==> src/rtl/paged_pc_pkg.sv <==
package paged_pc_pkg;

    typedef enum logic [3:0] {
        OP_STEP1     = 4'd0,
        OP_STEP2     = 4'd1,
        OP_JMP_PAGE  = 4'd2,
        OP_JMP_FAR   = 4'd3,
        OP_CALL_FAR  = 4'd4,
        OP_CALL_PTR  = 4'd5,
        OP_RET       = 4'd6,
        OP_RET_SKIP  = 4'd7,
        OP_SWAP      = 4'd8,
        OP_ROTATE    = 4'd9
    } pc_op_e;

    typedef enum logic {
        ST_RUN      = 1'b0,
        ST_PTR_WAIT = 1'b1
    } pc_state_e;

endpackage

==> src/rtl/page_step.sv <==
module page_step #(
    parameter int ADDR_W = 12,
    parameter int OFS_W  = 6,
    parameter int STEP   = 1
) (
    input  logic [ADDR_W-1:0] base,
    output logic [ADDR_W-1:0] sum
);
    localparam int HI_W = ADDR_W - OFS_W;
    localparam logic [OFS_W-1:0] STEP_V = OFS_W'(STEP);

    logic [OFS_W-1:0] low_sum;

    always_comb begin
        low_sum = base[OFS_W-1:0] + STEP_V;
        sum     = {base[ADDR_W-1 -: HI_W], low_sum};
    end
endmodule

==> src/rtl/link_pair.sv <==
module link_pair #(
    parameter int ADDR_W = 12,
    parameter int NIB_W  = 4
) (
    input  logic              clk,
    input  logic              rst_n,
    input  logic              push_en,
    input  logic [ADDR_W-1:0] push_val,
    input  logic              swap_en,
    input  logic              rot_en,
    input  logic [NIB_W-1:0]  rot_nib,
    output logic [ADDR_W-1:0] sa_q,
    output logic [ADDR_W-1:0] sb_q
);
    logic [ADDR_W-1:0] sa_d, sb_d;

    always_comb begin
        sa_d = sa_q;
        sb_d = sb_q;
        if (push_en) begin
            sb_d = sa_q;
            sa_d = push_val;
        end else if (swap_en) begin
            sa_d = sb_q;
            sb_d = sa_q;
        end else if (rot_en) begin
            sa_d = {~rot_nib, sa_q[ADDR_W-1:NIB_W]};
        end
    end

    always_ff @(posedge clk) begin
        if (!rst_n) begin
            sa_q <= '0;
            sb_q <= '0;
        end else begin
            sa_q <= sa_d;
            sb_q <= sb_d;
        end
    end


    push_moves_sa_chk: assert property (@(posedge clk) disable iff (!rst_n)
        push_en |=> (sb_q == $past(sa_q)) && (sa_q == $past(push_val)));


    swap_exchanges_chk: assert property (@(posedge clk) disable iff (!rst_n)
        (swap_en && !push_en) |=> (sa_q == $past(sb_q)) && (sb_q == $past(sa_q)));


    rotate_keeps_sb_chk: assert property (@(posedge clk) disable iff (!rst_n)
        (rot_en && !push_en && !swap_en) |=> $stable(sb_q));
endmodule

==> src/rtl/pc_ctrl.sv <==
module pc_ctrl
    import paged_pc_pkg::*;
#(
    parameter int ADDR_W      = 12,
    parameter int OFS_W       = 6,
    parameter int BYTE_W      = 8,
    parameter int FAR_HI_W    = 4,
    parameter int PTR_PAGE    = 3,
    parameter int SUB_PAGE_HI = 1
) (
    input  logic              clk,
    input  logic              rst_n,
    input  logic              op_valid,
    input  logic [3:0]        op_sel,
    input  logic [OFS_W-1:0]  op_imm_a,
    input  logic [BYTE_W-1:0] op_imm_b,
    input  logic [BYTE_W-1:0] ptr_data,
    input  logic [ADDR_W-1:0] pc_inc1,
    input  logic [ADDR_W-1:0] pc_inc2,
    input  logic [ADDR_W-1:0] sa_q,
    input  logic [ADDR_W-1:0] sa_inc1,
    output logic [ADDR_W-1:0] pc_q,
    output logic              op_ready,
    output logic              ptr_req,
    output logic [ADDR_W-1:0] ptr_addr,
    output logic              push_en,
    output logic [ADDR_W-1:0] push_val,
    output logic              swap_en,
    output logic              rot_en
);
    localparam int HI_W = ADDR_W - OFS_W;
    localparam logic [HI_W-1:0]     PTR_HI = HI_W'(PTR_PAGE);
    localparam logic [FAR_HI_W-1:0] SUB_HI = FAR_HI_W'(SUB_PAGE_HI);

    pc_state_e         state_q, state_d;
    pc_op_e            op;
    logic              accept;
    logic [ADDR_W-1:0] pc_d;
    logic [ADDR_W-1:0] far_target;

    always_comb begin
        op         = pc_op_e'(op_sel);
        accept     = op_valid && (state_q == ST_RUN);
        far_target = {op_imm_a[FAR_HI_W-1:0], op_imm_b};
        op_ready   = (state_q == ST_RUN);
        ptr_addr   = {PTR_HI, op_imm_a};
    end

    // state register
    always_ff @(posedge clk) begin
        if (!rst_n) begin
            state_q <= ST_RUN;
            pc_q    <= '0;
        end else begin
            state_q <= state_d;
            pc_q    <= pc_d;
        end
    end

    // next state
    always_comb begin
        state_d = state_q;
        unique case (state_q)
            ST_RUN:      if (accept && op == OP_CALL_PTR) state_d = ST_PTR_WAIT;
            ST_PTR_WAIT: state_d = ST_RUN;
            default:     state_d = ST_RUN;
        endcase
    end

    // outputs and datapath control
    always_comb begin
        pc_d     = pc_q;
        push_en  = 1'b0;
        push_val = pc_inc1;
        swap_en  = 1'b0;
        rot_en   = 1'b0;
        ptr_req  = 1'b0;
        unique case (state_q)
            ST_RUN: begin
                if (op_valid) begin
                    case (op)
                        OP_STEP1:    pc_d = pc_inc1;
                        OP_STEP2:    pc_d = pc_inc2;
                        OP_JMP_PAGE: pc_d = {pc_q[ADDR_W-1 -: HI_W], op_imm_a};
                        OP_JMP_FAR:  pc_d = far_target;
                        OP_CALL_FAR: begin
                            push_en  = 1'b1;
                            push_val = pc_inc2;
                            pc_d     = far_target;
                        end
                        OP_CALL_PTR: begin
                            push_en  = 1'b1;
                            push_val = pc_inc1;
                            ptr_req  = 1'b1;
                        end
                        OP_RET: begin
                            swap_en = 1'b1;
                            pc_d    = sa_q;
                        end
                        OP_RET_SKIP: begin
                            swap_en = 1'b1;
                            pc_d    = sa_inc1;
                        end
                        OP_SWAP: begin
                            swap_en = 1'b1;
                            pc_d    = pc_inc1;
                        end
                        OP_ROTATE: begin
                            rot_en = 1'b1;
                            pc_d   = pc_inc1;
                        end
                        default: ;
                    endcase
                end
            end
            ST_PTR_WAIT: pc_d = {SUB_HI, ptr_data};
            default: ;
        endcase
    end


    idle_holds_pc_chk: assert property (@(posedge clk) disable iff (!rst_n)
        (op_ready && !op_valid) |=> $stable(pc_q));


    ptr_stall_chk: assert property (@(posedge clk) disable iff (!rst_n)
        ptr_req |=> !op_ready ##1 op_ready);


    ptr_page_chk: assert property (@(posedge clk) disable iff (!rst_n)
        !op_ready |=> pc_q[ADDR_W-1 -: FAR_HI_W] == SUB_HI);


    step_in_page_chk: assert property (@(posedge clk) disable iff (!rst_n)
        (accept && (op == OP_STEP1 || op == OP_STEP2))
            |=> pc_q[ADDR_W-1 -: HI_W] == $past(pc_q[ADDR_W-1 -: HI_W]));


    ret_target_chk: assert property (@(posedge clk) disable iff (!rst_n)
        (accept && op == OP_RET) |=> pc_q == $past(sa_q));
endmodule

==> src/rtl/paged_pc_unit.sv <==
module paged_pc_unit
    import paged_pc_pkg::*;
#(
    parameter int ADDR_W      = 12,
    parameter int OFS_W       = 6,
    parameter int BYTE_W      = 8,
    parameter int NIB_W       = 4,
    parameter int PTR_PAGE    = 3,
    parameter int SUB_PAGE_HI = 1
) (
    input  logic              clk,
    input  logic              rst_n,
    input  logic              op_valid,
    input  logic [3:0]        op_sel,
    input  logic [OFS_W-1:0]  op_imm_a,
    input  logic [BYTE_W-1:0] op_imm_b,
    input  logic [NIB_W-1:0]  acc_in,
    input  logic [BYTE_W-1:0] ptr_data,
    output logic              op_ready,
    output logic [ADDR_W-1:0] pc,
    output logic [ADDR_W-1:0] sa,
    output logic [ADDR_W-1:0] sb,
    output logic              ptr_req,
    output logic [ADDR_W-1:0] ptr_addr,
    output logic              acc_we,
    output logic [NIB_W-1:0]  acc_out
);
    localparam int FAR_HI_W = ADDR_W - BYTE_W;
    localparam int N_STEPS  = 2;

    logic [ADDR_W-1:0] pc_step [N_STEPS];
    logic [ADDR_W-1:0] sa_inc1;
    logic              push_en, swap_en, rot_en;
    logic [ADDR_W-1:0] push_val;

    for (genvar k = 0; k < N_STEPS; k++) begin : g_pc_step
        page_step #(.ADDR_W(ADDR_W), .OFS_W(OFS_W), .STEP(k + 1)) u_step (
            .base(pc),
            .sum (pc_step[k])
        );
    end

    page_step #(.ADDR_W(ADDR_W), .OFS_W(OFS_W), .STEP(1)) u_sa_step (
        .base(sa),
        .sum (sa_inc1)
    );

    pc_ctrl #(
        .ADDR_W(ADDR_W), .OFS_W(OFS_W), .BYTE_W(BYTE_W), .FAR_HI_W(FAR_HI_W),
        .PTR_PAGE(PTR_PAGE), .SUB_PAGE_HI(SUB_PAGE_HI)
    ) u_ctrl (
        .clk     (clk),
        .rst_n   (rst_n),
        .op_valid(op_valid),
        .op_sel  (op_sel),
        .op_imm_a(op_imm_a),
        .op_imm_b(op_imm_b),
        .ptr_data(ptr_data),
        .pc_inc1 (pc_step[0]),
        .pc_inc2 (pc_step[1]),
        .sa_q    (sa),
        .sa_inc1 (sa_inc1),
        .pc_q    (pc),
        .op_ready(op_ready),
        .ptr_req (ptr_req),
        .ptr_addr(ptr_addr),
        .push_en (push_en),
        .push_val(push_val),
        .swap_en (swap_en),
        .rot_en  (rot_en)
    );

    link_pair #(.ADDR_W(ADDR_W), .NIB_W(NIB_W)) u_link (
        .clk     (clk),
        .rst_n   (rst_n),
        .push_en (push_en),
        .push_val(push_val),
        .swap_en (swap_en),
        .rot_en  (rot_en),
        .rot_nib (acc_in),
        .sa_q    (sa),
        .sb_q    (sb)
    );

    always_comb begin
        acc_we  = rot_en;
        acc_out = ~sa[NIB_W-1:0];
    end


    rotate_fill_chk: assert property (@(posedge clk) disable iff (!rst_n)
        acc_we |=> sa[ADDR_W-1 -: NIB_W] == ~$past(acc_in));
endmodule

==> config.mk <==
export PLATFORM = sky130hd
export DESIGN_NAME = paged_pc_unit
export DESIGN_NICKNAME = d
export VERILOG_FILES = /design/src/rtl/paged_pc_pkg.sv /design/src/rtl/page_step.sv /design/src/rtl/link_pair.sv /design/src/rtl/pc_ctrl.sv /design/src/rtl/paged_pc_unit.sv
export SDC_FILE = /design/constraint.sdc
export NUM_CORES = 1
export LEC_CHECK = 0
export CORE_MARGIN = 5
export CORE_UTILIZATION = 50
export CTS_CLUSTER_DIAMETER = 100
export DETAILED_ROUTE_END_ITERATION = 8
export PLACE_DENSITY = 0.84
export SLEW_MARGIN = 20
export SYNTH_ARGS = -nofsm -noshare
export SYNTH_HDL_FRONTEND = slang
export SYNTH_SLANG_ARGS = --single-unit
==> constraint.sdc <==
create_clock -name clk -period 4.86 [get_ports clk]
set_input_delay 0.486 -clock clk [delete_from_list [all_inputs] [get_ports clk]]
set_output_delay 0.486 -clock clk [all_outputs]
set_load 0.05 [all_outputs]
==> flow_metrics.tcl, run 1 <==
set metrics [dict create \
    synth.yosys.seq_area_share 0.285 \
    p_leak_nw 1.26 \
    critPathLaunchType "input pin" \
    grt_max_degree 30 \
    maxCapViolCount 0 \
    reg2reg_from "u_ctrl.state_q" \
    ctsHoldBuffers 0 \
    setup_viol 0 \
    mostFrequentLayoutCells "81 x clkdlybuf4s50_1, 42 x nand2_1, 37 x dfxtp_1" \
    ys_top_cells_by_area "dfxtp_1 29%, a21oi_1 6.7%, nand2_1 6.1%" \
    arrival_ns 3.12 \
    muxShareOfSynthArea 0.0655 \
    criticalPathCategory "input pin to output pin" \
    fin_nets 427 \
    grt_overflow_total 0 \
    end_kind "output pin" \
    yosys.area_share.simple 0.184 \
    cts_root_buffer "clkbuf_8" \
    die_width_um 82.1 \
    port_buffers 81 \
    ir_worst_vdd_mv 0.225 \
    synthXorXnorAreaFrac 0.0270 \
    met1_usage 0.410 \
    synth_top_flop_cell "dfxtp_1" \
    relSlewSlack 0.440 \
    clkLatencyLatePin_ns 0.30 \
    cts_setup_buffers 0 \
    routabilityCongestion 0.925 \
    clockBufferDepth 2 \
    critPathLaunch "op_sel[0]" \
    diodes 0 \
    met2_usage 0.426 \
    first_iter_violations 250 \
    synth-edff-count 0 \
    fmax_mhz 277 \
    yosys.area.top_type "dfxtp_1" \
    cts_tree "yes" \
    antenna_found_initial 0 \
    worstPathRequired_ns 4.37 \
    coreArea_mm2 0.00507 \
    rsz0062_at_grt "false" \
    fin_util 0.675 \
    syn_area_mm2 0.00260 \
    synth_top_area_frac 0.285 \
    drv_slew 0 \
    final_common_cell "clkdlybuf4s50_1" \
    hold_class "register to register" \
    async_flop_share 0 \
    avgSynthCellArea_um2 7.85 \
    drive_gt1_frac 0.0638 \
    clock_sinks 37 \
    synth_cells 331 \
    synth-seq-cells 37 \
    fin_crit_sh 0.742 \
    fin_setup_tns_ns 0 \
    synth_compound_area_frac 0.314 \
    ys_types 60 \
    drc 0 \
    met3_usage 0.0417 \
    h-tree-depth 2 \
    syn_to_final_growth_pct 31.9 \
    via_per_inst 6.05 \
    hold_viol_final 0 \
    die-area_mm2 0.00674 \
    fin_crit_ns 3.61 \
    first_pass_iters 5 \
    hold_start "u_link.sb_q[9]" \
    worstMarginPinSlew_ns 0.839 \
    die_h_um 82.1 \
    cts_resized 0 \
    wl_um 9070 \
    yosys.area_share.adder 0.0145 \
    status "completed" \
    dp_hpwl_um 6690 \
    numCtsBuffers 5 \
    pwr_density_cell_mw_per_mm2 245 \
    vias 2795 \
    ys_warn_count 0 \
    synth_top_family_by_area "compound AO/OA/AOI/OAI gates" \
    path_max_fanout 19 \
    pin_count 88 \
    busiest_layer "met2" \
    cts.clk_slew.worst_paths_ns 0.08 \
    start_util 0.512 \
    track_usage 0.280 \
    drtAntennaViolNets 0 \
    grt_first_pass_wirelength_um 14300 \
    grt_pass1_vias 2681 \
    rows 26 \
    wire_per_inst_um 19.6 \
    finalClockSkew_ns 0.0160 \
]
-- per-stage QoR --
stage | worst slack [ns] | std cells | instance area (µm²) | hold WS, ns | power (mW)
CTS | 1.29 | 462 | 3430 | 0.473 | 0.839
global placement | 1.27 | 454 | 3310 | 0.454 | 0.569
detailed placement | 1.30 | 454 | 3310 | 0.463 | 0.569
floorplan | 2.17 | 335 | 2610 | 0.628 | 0.493
global route | 1.08 | 462 | 3430 | 0.490 | 0.875
finish | 1.25 | 462 | 3430 | 0.471 | 0.841
-- where the power goes --
group	switching [mW]	internal [mW]	total, mW
Sequential	0.0193	0.313	0.333
Combinational	0.146	0.0868	0.233
Clock	0.122	0.154	0.276
Total	0.287	0.554	0.841
-- worst paths after layout --
check | to | slack, ns | cells after the start
setup / recovery | ptr_req | 1.25 | 4
hold / removal | u_link.sb_q[9] | 0.47 | 2
setup reg to reg | u_link.sb_q[6] | 2.27 | 6
hold reg to reg | u_link.sb_q[9] | 0.47 | 2
-- flip-flops by register name (all words and copies together), names as in the netlist --
name / flops
u_ctrl.pc_q: 12
u_link.sa_q: 12
u_link.sb_q: 12
u_ctrl.state_q: 1
-- worst max-delay path, cell delays in order --
cell and delay, ns:
clkdlybuf4s50_1 0.88, nand2b_1 0.14, nor3_1 0.66, clkdlybuf4s50_1 0.94
-- cells in the mapped netlist (2+ instances only) --
master / count
and3_1: 4
a21oi_1: 35
o31ai_1: 2
a21o_1: 2
dfxtp_1: 37
a221oi_1: 3
a31oi_1: 4
a31o_2: 3
mux2_2: 8
buf_6: 4
mux2i_1: 8
inv_1: 13
buf_4: 14
a22oi_1: 7
xor2_1: 3
a211o_1: 3
nor4b_1: 2
a222oi_1: 4
buf_2: 7
a22o_1: 5
o2111ai_1: 3
o22ai_1: 2
nand2_1: 42
a32o_1: 3
nor3_1: 4
o21ai_0: 21
nand4_1: 2
conb_1: 2
ha_1: 3
clkbuf_1: 11
nor2_1: 14
xnor2_1: 5
nor2b_1: 3
nor3b_1: 2
nand3_1: 9
nand2b_1: 4
a2111oi_0: 3
o211ai_1: 5
and2_1: 4
-- layout make-up --
class / count / area [µm²]
Clock buffer: 6 / 72.6
Timing Repair Buffer: 85 / 841
Sequential cell: 37 / 741
Tap cell: 70 / 87.6
Inverter: 14 / 52.6
Clock inverter: 2 / 38.8
Multi-Input combinational cell: 248 / 1590
Fill cell: 454 / 1650
-- layer usage --
metal / share of wire / wire length (µm) / vias up
met5: 0 / 0 / -
met4: 0.016 / 148 / 0
met3: 0.066 / 603 / 17
met2: 0.46 / 4160 / 120
met1: 0.46 / 4160 / 1333
li1: - / - / 1325
-- logic make-up after synthesis --
group | count (synthesis)
other | 2
AO/OA/AOI/OAI | 119
adder cells (fa/ha/maj) | 3
AND/OR/NAND/NOR | 96
flip-flops | 37
multiplexers | 16
buffers and inverters | 50
XOR/XNOR | 8
Note: power is estimated with default switching activity, not from simulation.
==> inputs of run 2 (changes only) <==
Settings changed: CORE_UTILIZATION 50 to 46, PLACE_DENSITY 0.84 to 0.78.
Clock period 4.86 ns to 3.55 ns, I/O delays scaled along.
==> flow_metrics.tcl, run 2 (synthesis results as in run 1) <==
set metrics [dict create \
    status "completed" \
    whs_ns 0.477 \
    grt_max_degree 26 \
    arrival_ns 2.40 \
    critPathMaxStageDelay_ns 0.90 \
    port_buffers 81 \
    grt_first_pass_wirelength_um 13900 \
    cts.clk_slew.worst_paths_ns 0.08 \
    syn_to_final_growth_pct 32.4 \
    clock_sinks 37 \
    diodes 0 \
    maxCapViolCount 0 \
    p_int_uw 689 \
    drtAntennaViolNets 0 \
    setup_viol 0 \
    drive_gt1_frac 0.0759 \
    crit_top_cell "clkdlybuf4s50_1" \
    end_kind "output pin" \
    worstPathRequired_ns 3.19 \
    clockBufferDepth 2 \
    criticalPathCategory "input pin to output pin" \
    clkPwrFrac 0.286 \
    slowest_stage "clkdlybuf4s50_1" \
    nFillCells 524 \
    fmax_mhz 363 \
    vias 2796 \
    rsz0062_at_grt "false" \
    fin_crit_sh 0.776 \
    fin_nets 430 \
    drv_slew 0 \
    coreArea_mm2 0.00551 \
    die_h_um 85.1 \
    grt_overflow_total 0 \
    reg.largest.list "u_ctrl.pc_q (12), u_link.sa_q (12), u_link.sb_q (12)" \
    antenna_found_initial 0 \
    stdcell_area_mm2 0.00344 \
    final_common_cell "clkdlybuf4s50_1" \
    fin_util 0.625 \
    switching_share 0.364 \
    via_per_inst 5.99 \
    cts_root_buffer "clkbuf_8" \
    grt_pass1_vias 2741 \
    setup_slack_ns 0.795 \
    cts_tree "yes" \
    hold_viol_final 0 \
    placed_cell_area_mm2 0.00335 \
    relSlewSlack 0.442 \
    dp_hpwl_um 6480 \
    pwr-share-comb 0.294 \
    pwr_density_cell_mw_per_mm2 315 \
    die-area_mm2 0.00725 \
    cts_resized 0 \
    worstMarginPinSlew_ns 0.829 \
    mostFrequentLayoutCells "80 x clkdlybuf4s50_1, 42 x nand2_1, 37 x dfxtp_1" \
    finalClockSkew_ns 0.00627 \
    critPathLaunchType "input pin" \
    rows 27 \
    start_util 0.472 \
    cts_setup_buffers 0 \
    path_max_fanout 19 \
    fin_setup_tns_ns 0 \
    track_usage 0.237 \
    place_worst_setup_slack_ns 0.722 \
    cp_cell_sequence "clkdlybuf4s50_1, nand2b_1, nor3_1, clkdlybuf4s50_1" \
    p_sw_uw 394 \
    ir_worst_vdd_mv 0.211 \
    wire_per_inst_um 18.7 \
    ctsHoldBuffers 0 \
    numCtsBuffers 5 \
    wl_um 8730 \
    pin_count 88 \
    clkLatencyLatePin_ns 0.30 \
    p_leak_nw 1.27 \
    die_width_um 85.1 \
    first_iter_violations 241 \
    h-tree-depth 2 \
    fin_crit_ns 2.76 \
    drc 0 \
    first_pass_iters 5 \
    p_seq_frac 0.420 \
    hold_class "register to register" \
    routabilityCongestion 0.966 \
]
-- run 2: cell count changes in the layout (fill, tap and decap cells not counted) --
cell,delta
buf_4,+3
buf_12,+1
bufinv_16,-1
clkbuf_1,-1
clkdlybuf4s50_1,-1
clkinv_2,+1
clkinv_4,-1
clkinvlp_4,+1
inv_6,+1
-- run 2: critical path, delay by kind of cell --
family	cells	cell delay, ns
buf+inv	2	1.72
simple gates	2	0.31
-- run 2: area by class of cell --
cell class | instances | area [µm²] | area share
Clock buffer | 5 | 68.8 | 0.0200
Sequential cell | 37 | 741 | 0.215
Tap cell | 72 | 90.1 | 0.0262
Timing Repair Buffer | 88 | 873 | 0.254
Clock inverter | 3 | 21.3 | 0.00618
Multi-Input combinational cell | 248 | 1590 | 0.463
Inverter | 14 | 52.6 | 0.0153
-- run 2: power groups by stage --
stage | Combinational, mW | Clock (mW) | Sequential, mW
floorplan | 0.174 | 0 | 0.501
global placement | 0.315 | 0 | 0.463
detailed placement | 0.316 | 0 | 0.464
CTS | 0.317 | 0.317 | 0.454
global route | 0.339 | 0.337 | 0.457
finish | 0.319 | 0.310 | 0.454
-- run 2: stage by stage --
stage | cells | power, mW
after global routing | 467 | 1.13
after floorplan | 335 | 0.675
final | 467 | 1.08
after detailed placement | 459 | 0.779
after CTS | 467 | 1.09
after global placement | 459 | 0.778
-- run 2: path summary, 6_finish.rpt --
kind | startpoint | cells past startpoint | slack (ns) | end
setup / recovery | op_sel[0] | 4 | 0.79 | acc_we
hold / removal | u_link.sb_q[7] | 2 | 0.48 | u_link.sb_q[7]
setup reg to reg | u_ctrl.state_q | 7 | 1.30 | u_link.sb_q[5]
hold reg to reg | u_link.sb_q[7] | 2 | 0.48 | u_link.sb_q[7]
-- run 2: metal layers --
| layer | up-vias | GRT usage | wire length (µm) |
|---|---|---|---|
| met5 | - | 0 | 0 |
| met4 | 0 | 0.0590 | 136 |
| met3 | 14 | 0.0359 | 635 |
| met2 | 134 | 0.387 | 4060 |
| met1 | 1318 | 0.325 | 3900 |
| li1 | 1330 | - | - |
